`src/rtl/mq_pkg.sv`:
```
package mq_pkg;

    // Queue addressing is fixed at 32 queues; the top index is reserved.
    localparam int unsigned Q_W    = 5;
    localparam int unsigned NUM_Q  = 1 << Q_W;
    localparam logic [Q_W-1:0] NULL_Q = '1;

    typedef logic [Q_W-1:0] qid_t;

    // Pending selection change for the read side.
    typedef struct packed {
        logic stb;
        qid_t q;
    } qsel_t;

    // Occupancy change of one queue in one cycle.
    typedef enum logic [1:0] {
        OCC_HOLD = 2'b00,
        OCC_DEC  = 2'b01,
        OCC_INC  = 2'b10,
        OCC_BOTH = 2'b11
    } occ_op_t;

    function automatic logic is_null(input qid_t q);
        return q == NULL_Q;
    endfunction

    function automatic occ_op_t occ_op(input logic push, input logic pop);
        return occ_op_t'({push, pop});
    endfunction

endpackage

```
`src/rtl/mq_qptrs.sv`:
```
module mq_qptrs
    import mq_pkg::*;
#(
    parameter int unsigned DEPTH = 4,
    localparam int unsigned PTR_W = $clog2(DEPTH),
    localparam int unsigned CNT_W = $clog2(DEPTH + 1),
    localparam int unsigned AW    = Q_W + PTR_W
) (
    input  logic             clk,
    input  logic             rst,
    input  logic             push,
    input  qid_t             push_q,
    input  logic             pop,
    input  qid_t             pop_q,
    output logic [NUM_Q-1:0] q_empty,
    output logic [NUM_Q-1:0] q_full,
    output logic [AW-1:0]    wr_addr,
    output logic [AW-1:0]    rd_addr
);

    logic [NUM_Q*PTR_W-1:0] wp_flat;
    logic [NUM_Q*PTR_W-1:0] rp_flat;

    for (genvar i = 0; i < NUM_Q; i++) begin : g_q
        logic [PTR_W-1:0] wp;
        logic [PTR_W-1:0] rp;
        logic [CNT_W-1:0] cnt;
        logic             hit_w;
        logic             hit_r;

        assign hit_w = push && (push_q == qid_t'(i));
        assign hit_r = pop  && (pop_q  == qid_t'(i));

        always_ff @(posedge clk) begin
            if (rst) begin
                wp  <= '0;
                rp  <= '0;
                cnt <= '0;
            end else begin
                if (hit_w) wp <= wp + 1'b1;
                if (hit_r) rp <= rp + 1'b1;
                unique case (occ_op(hit_w, hit_r))
                    OCC_INC:  cnt <= cnt + 1'b1;
                    OCC_DEC:  cnt <= cnt - 1'b1;
                    default:  cnt <= cnt;
                endcase
            end
        end

        assign q_empty[i] = (cnt == '0);
        assign q_full[i]  = (cnt == CNT_W'(DEPTH));
        assign wp_flat[i*PTR_W +: PTR_W] = wp;
        assign rp_flat[i*PTR_W +: PTR_W] = rp;
    end

    assign wr_addr = {push_q, wp_flat[push_q*PTR_W +: PTR_W]};
    assign rd_addr = {pop_q,  rp_flat[pop_q*PTR_W +: PTR_W]};

endmodule

```
`src/rtl/mq_store.sv`:
```
module mq_store #(
    parameter int unsigned DATA_W = 16,
    parameter int unsigned AW     = 7,
    localparam int unsigned WORDS = 1 << AW
) (
    input  logic              clk,
    input  logic              we,
    input  logic [AW-1:0]     waddr,
    input  logic [DATA_W-1:0] wdata,
    input  logic [AW-1:0]     raddr,
    output logic [DATA_W-1:0] rdata
);

    logic [DATA_W-1:0] mem [WORDS];

    always_ff @(posedge clk) begin
        if (we) mem[waddr] <= wdata;
    end

    assign rdata = mem[raddr];

endmodule

```
`src/rtl/mq_rdpipe.sv`:
```
module mq_rdpipe #(
    parameter int unsigned DATA_W = 16
) (
    input  logic              clk,
    input  logic              rst,
    input  logic              rd_en,
    input  logic              src_ready,
    input  logic [DATA_W-1:0] src_data,
    output logic              fetch,
    output logic              stage_vld,
    output logic [DATA_W-1:0] rd_data,
    output logic              out_vld_n
);

    typedef struct packed {
        logic              vld;
        logic [DATA_W-1:0] data;
    } slot_t;

    slot_t stage;
    slot_t outr;
    logic  out_free;
    logic  stage_free;

    // The output frees when empty or when its word is consumed.
    assign out_free   = !outr.vld || rd_en;
    assign stage_free = !stage.vld || out_free;
    assign fetch      = stage_free && src_ready;

    always_ff @(posedge clk) begin
        if (rst) begin
            stage <= '0;
            outr  <= '0;
        end else begin
            if (out_free) begin
                outr.vld <= stage.vld;
                if (stage.vld) outr.data <= stage.data;
            end
            if (stage_free) begin
                stage.vld <= fetch;
                if (fetch) stage.data <= src_data;
            end
        end
    end

    assign stage_vld = stage.vld;
    assign rd_data   = outr.data;
    assign out_vld_n = !outr.vld;

endmodule

```
`src/rtl/mq_read_port.sv`:
```
module mq_read_port
    import mq_pkg::*;
#(
    parameter int unsigned DATA_W = 16,
    parameter int unsigned DEPTH  = 4
) (
    input  logic              clk,
    input  logic              rst,
    input  logic              wr_en,
    input  logic [Q_W-1:0]    wr_q,
    input  logic [DATA_W-1:0] wr_data,
    input  logic              rd_en,
    input  logic              sel_stb,
    input  logic [Q_W-1:0]    sel_q,
    output logic [DATA_W-1:0] rd_data,
    output logic              out_vld_n
);

    localparam int unsigned PTR_W = $clog2(DEPTH);
    localparam int unsigned AW    = Q_W + PTR_W;

    qsel_t             sel_in;
    qid_t              cur_q;
    logic [NUM_Q-1:0]  q_empty;
    logic [NUM_Q-1:0]  q_full;
    logic [AW-1:0]     wr_addr;
    logic [AW-1:0]     rd_addr;
    logic [DATA_W-1:0] mem_rdata;
    logic              wr_push;
    logic              src_ready;
    logic              fetch;
    logic              pf_vld;

    assign sel_in = '{stb: sel_stb, q: sel_q};

    always_ff @(posedge clk) begin
        if (rst)             cur_q <= NULL_Q;
        else if (sel_in.stb) cur_q <= sel_in.q;
    end

    assign wr_push   = wr_en && !is_null(wr_q) && !q_full[wr_q];
    assign src_ready = !is_null(cur_q) && !q_empty[cur_q];

    mq_qptrs #(
        .DEPTH (DEPTH)
    ) u_ptrs (
        .clk     (clk),
        .rst     (rst),
        .push    (wr_push),
        .push_q  (wr_q),
        .pop     (fetch),
        .pop_q   (cur_q),
        .q_empty (q_empty),
        .q_full  (q_full),
        .wr_addr (wr_addr),
        .rd_addr (rd_addr)
    );

    mq_store #(
        .DATA_W (DATA_W),
        .AW     (AW)
    ) u_store (
        .clk   (clk),
        .we    (wr_push),
        .waddr (wr_addr),
        .wdata (wr_data),
        .raddr (rd_addr),
        .rdata (mem_rdata)
    );

    mq_rdpipe #(
        .DATA_W (DATA_W)
    ) u_pipe (
        .clk       (clk),
        .rst       (rst),
        .rd_en     (rd_en),
        .src_ready (src_ready),
        .src_data  (mem_rdata),
        .fetch     (fetch),
        .stage_vld (pf_vld),
        .rd_data   (rd_data),
        .out_vld_n (out_vld_n)
    );

endmodule

```
`config.mk`:
```
export PLATFORM = sky130hd
export DESIGN_NAME = mq_read_port
export DESIGN_NICKNAME = d
export VERILOG_FILES = /design/src/rtl/mq_pkg.sv /design/src/rtl/mq_qptrs.sv /design/src/rtl/mq_store.sv /design/src/rtl/mq_rdpipe.sv /design/src/rtl/mq_read_port.sv
export SDC_FILE = /design/constraint.sdc
export NUM_CORES = 2
export LEC_CHECK = 0
export ABC_AREA = 1
export BUFFER_PORTS_ARGS = -buffer_cell sky130_fd_sc_hd__buf_4
export CORE_MARGIN = 10
export CORE_UTILIZATION = 28
export CTS_CLUSTER_DIAMETER = 150
export CTS_CLUSTER_SIZE = 8
export DETAILED_ROUTE_END_ITERATION = 7
export PLACE_DENSITY = 0.45
export SETUP_SLACK_MARGIN = 0.5
export SLEW_MARGIN = 20
export SYNTH_ARGS = -nofsm -noshare
export SYNTH_HDL_FRONTEND = slang
export SYNTH_SLANG_ARGS = --single-unit
```
`constraint.sdc`:
```
create_clock -name clk -period 4.3 [get_ports clk]
set_input_delay 1.075 -clock clk [delete_from_list [all_inputs] [get_ports clk]]
set_output_delay 1.075 -clock clk [all_outputs]
set_load 0.005 [all_outputs]
```
==> flow_summary.json <==
{
  "drtIter0Drc": 7135,
  "start_util_pct": 28.2,
  "cts_tree": "done",
  "fin_worst_skew_ns": 0.0753,
  "drc": 0,
  "worstPathMaxFanout": 17,
  "crit_type": "flop to flop",
  "yosys-top-cells-count": "nand2_1, edfxtp_1, inv_1",
  "via_per_inst": 4.80,
  "synth_seq_cells": 2308,
  "final_cells": 15900,
  "fin_crit_sh_pct": 88.0,
  "synth_area_mm2": 0.103,
  "yosys_warnings": 0,
  "hpwl_mm": 227,
  "yosys.area.top_type_share_pct": 59.6,
  "gr-total-overflow": 0,
  "start_kind": "flop",
  "p_int_mw": 41.2,
  "min_path_cells": 2,
  "post-route-min-period_ns": 3.78,
  "final_area_mm2": 0.128,
  "pwr-share-clk_pct": 41.7,
  "cts.sinks": 2308,
  "ctsHoldBuffers": 0,
  "powerDensity_mw_per_mm2": 440,
  "clockBufferDepth": 4,
  "hold_path.class": "flop to flop",
  "synth_edf_count": 2048,
  "synth_async_sr_flop_share_pct": 0,
  "dp_cells": 15300,
  "yosysSeqAreaShare_pct": 64.6,
  "setup_violations": 0,
  "swShare_pct": 27.0,
  "grt_pass1_wl_mm": 531,
  "gp_congestion": 0.880,
  "rr_worst_depth": 23,
  "nets": 11100,
  "coreArea_mm2": 0.366,
  "nFillCells": 36500,
  "grt_usage_pct": 18.2,
  "crit-reg2reg-launch": "cur_q[0]",
  "hold_ws_ns": 0.433,
  "grt_max_degree": 106,
  "ir_drop_v": 0.000262,
  "detail_route.wirelength_mm": 377,
  "drive_gt1_share_pct": 15.0,
  "switching_power_mw": 15.2,
  "antenna_left": 0,
  "pin_count": 48,
  "drv_cap": 0,
  "synthTopCellsByArea": "edfxtp_1, nand2_1, nand3b_1, dfxtp_1, inv_1",
  "synth_top_area_cell": "edfxtp_1",
  "via_count": 76100,
  "max_freq_mhz": 264,
  "die_h_um": 627,
  "worstPathArrival_ns": 4.53,
  "clk_pin_slew_worst_paths_ns": 0.06,
  "yosys.cell_count.top_type": "nand2_1",
  "first_pass_iters": 6,
  "cts_root_buf": "clkbuf_16",
  "endpoint_kind": "flop",
  "status": "complete, no violations",
  "final_hold_viol_count": 0,
  "grt_pass1_vias": 73600,
  "numCtsBuffers": 330,
  "syn_area_per_cell_um2": 10.0,
  "wl_per_cell_um": 23.8,
  "min_from": "u_ptrs.g_q[31].wp[1]",
  "synthCells": 10300,
  "antenna_found_initial": 12,
  "ys_types": 40,
  "slew_headroom_pct": 23.1,
  "p_comb_share_pct": 14.6,
  "cp_data_required_time_ns": 5.04,
  "rsz0062_at_grt": "yes",
  "dpl_cell_area_mm2": 0.115,
  "die_x_um": 627,
  "totalNegativeSetupSlack_ns": 0,
  "worst_slew_pin_slew_ns": 1.15,
  "syn2layout_area_growth_pct": 24.4,
  "p_seq_share_pct": 43.7,
  "htreeDepth": 5,
  "leakagePower_nw": 50.9,
  "drv_slew": 0,
  "dieArea_mm2": 0.393,
  "clock_latency_ns": 0.88,
  "io_buffers": 47,
  "rows": 222,
  "synth_flop_cell": "edfxtp_1",
  "critical_path.startpoint": "cur_q[0]"
}
[what timing repair did]
| item | CTS | global route |
|---|---|---|
| endpoints found under the setup margin | 114 | 163 |
| gates cloned | 20 | 24 |
| pin swaps | 22 | 138 |
| resized for setup | 208 | 471 |
| buffers inserted | 41 | 53 |
[worst max-delay path, cell delays in order (launching register included)]
cell,delay (ns)
dfxtp_4,0.38
buf_8,0.14
nor2_4,0.25
nand2_1,0.08
nand2_1,0.14
nor2_1,0.07
nor2_2,0.13
nor2_4,0.07
nand2_8,0.14
nand2_8,0.17
buf_16,0.22
clkbuf_16,0.20
buf_6,0.17
o211ai_1,0.38
a21oi_1,0.15
buf_4,0.18
nor2_4,0.13
nand2_1,0.07
nor2_1,0.08
nand2_1,0.11
nand2_1,0.13
nand2_1,0.07
nor2_1,0.09
nor2_1,0.05
[flip-flops by register name, indices dropped and copies added, names as in the netlist]
signal / cells
u_pipe.outr: 1
u_ptrs.g_q.wp: 64
cur_q: 5
u_pipe.stage_vld: 1
u_ptrs.g_q.rp: 64
u_pipe.stage: 16
u_ptrs.g_q.cnt: 93
u_store.mem: 2048
u_pipe.rd_data: 16
[area by class of cell]
cell class                      count  area (um^2)  area share [%]
Inverter                         1353         5140            4.00
Clock buffer                      378         8610            6.70
Antenna cell                       10         25.0          0.0195
Clock inverter                     12          204           0.159
Multi-Input combinational cell   6100        30900            24.0
Timing Repair Buffer              875        10800            8.45
Tap cell                         4816         6030            4.69
Sequential cell                  2308        66700            51.9
[power by group through the flow]
stage	clock network, mW	logic (mW)	registers, mW
final	23.5	8.25	24.7
after floorplan	0	3.64	25.1
after detailed placement	0	7.39	25.1
after global placement	0	7.38	25.1
after CTS	24.0	7.78	24.7
after global routing	24.9	8.84	24.7
[routing by layer]
metal  part of all wire, %  up-vias  track usage, %
li1                      -    35400               -
met1                    44    38000            24.8
met2                    48     2293            30.5
met3                   5.3      527            2.17
met4                   3.0        0            5.22
met5                     0        -               0
[worst paths after layout]
path                                              to  slack [ns]
worst min register to register  u_ptrs.g_q[31].wp[1]        0.43
worst max register to register      u_pipe.stage[14]        0.52
worst max-delay path                u_pipe.stage[14]        0.52
worst min-delay path            u_ptrs.g_q[31].wp[1]        0.43
[layout by cell type (no fill, tap or decap), types with 15 or more instances in the layout]
master and count:
o21ai_0 217, o21ai_2 32, clkbuf_16 361, buf_16 48, fa_2 31, inv_2 21
ha_4 24, nand3b_1 773, buf_12 191, or2_2 15, nor2_2 106, a21oi_2 33
nor2_1 586, o22ai_1 23, nand4_1 20, o21ai_1 137, edfxtp_1 2048, buf_6 79
conb_1 64, dfxtp_1 258, nand2_1 2596, nand3_1 962, o211ai_1 42, nor2_4 58
inv_1 1314, clkbuf_1 40, a21oi_1 237, nor3_1 15, nand2_2 60, buf_4 522
[cells by family after synthesis]
| family | count (synthesis) | synth area share, % |
|---|---|---|
| simple gates | 5216 | 23.1 |
| compound gates | 758 | 3.88 |
| flops | 2308 | 64.6 |
| buf+inv | 1928 | 7.42 |
| other cells | 1 | 0.00363 |
| fa+ha+maj | 62 | 0.977 |
[metrics by stage]
step,utilization [%],total power [mW],worst slack (ns)
2_1_floorplan,-,28.7,0.334
3_3_place_gp,31.5,32.5,-0.660
3_5_place_dp,31.5,32.5,-0.534
4_1_cts,34.3,56.5,0.414
5_1_grt,35.0,58.4,0.409
6_report,35.1,56.5,0.516
No activity file was read; power rests on OpenSTA's default activity.
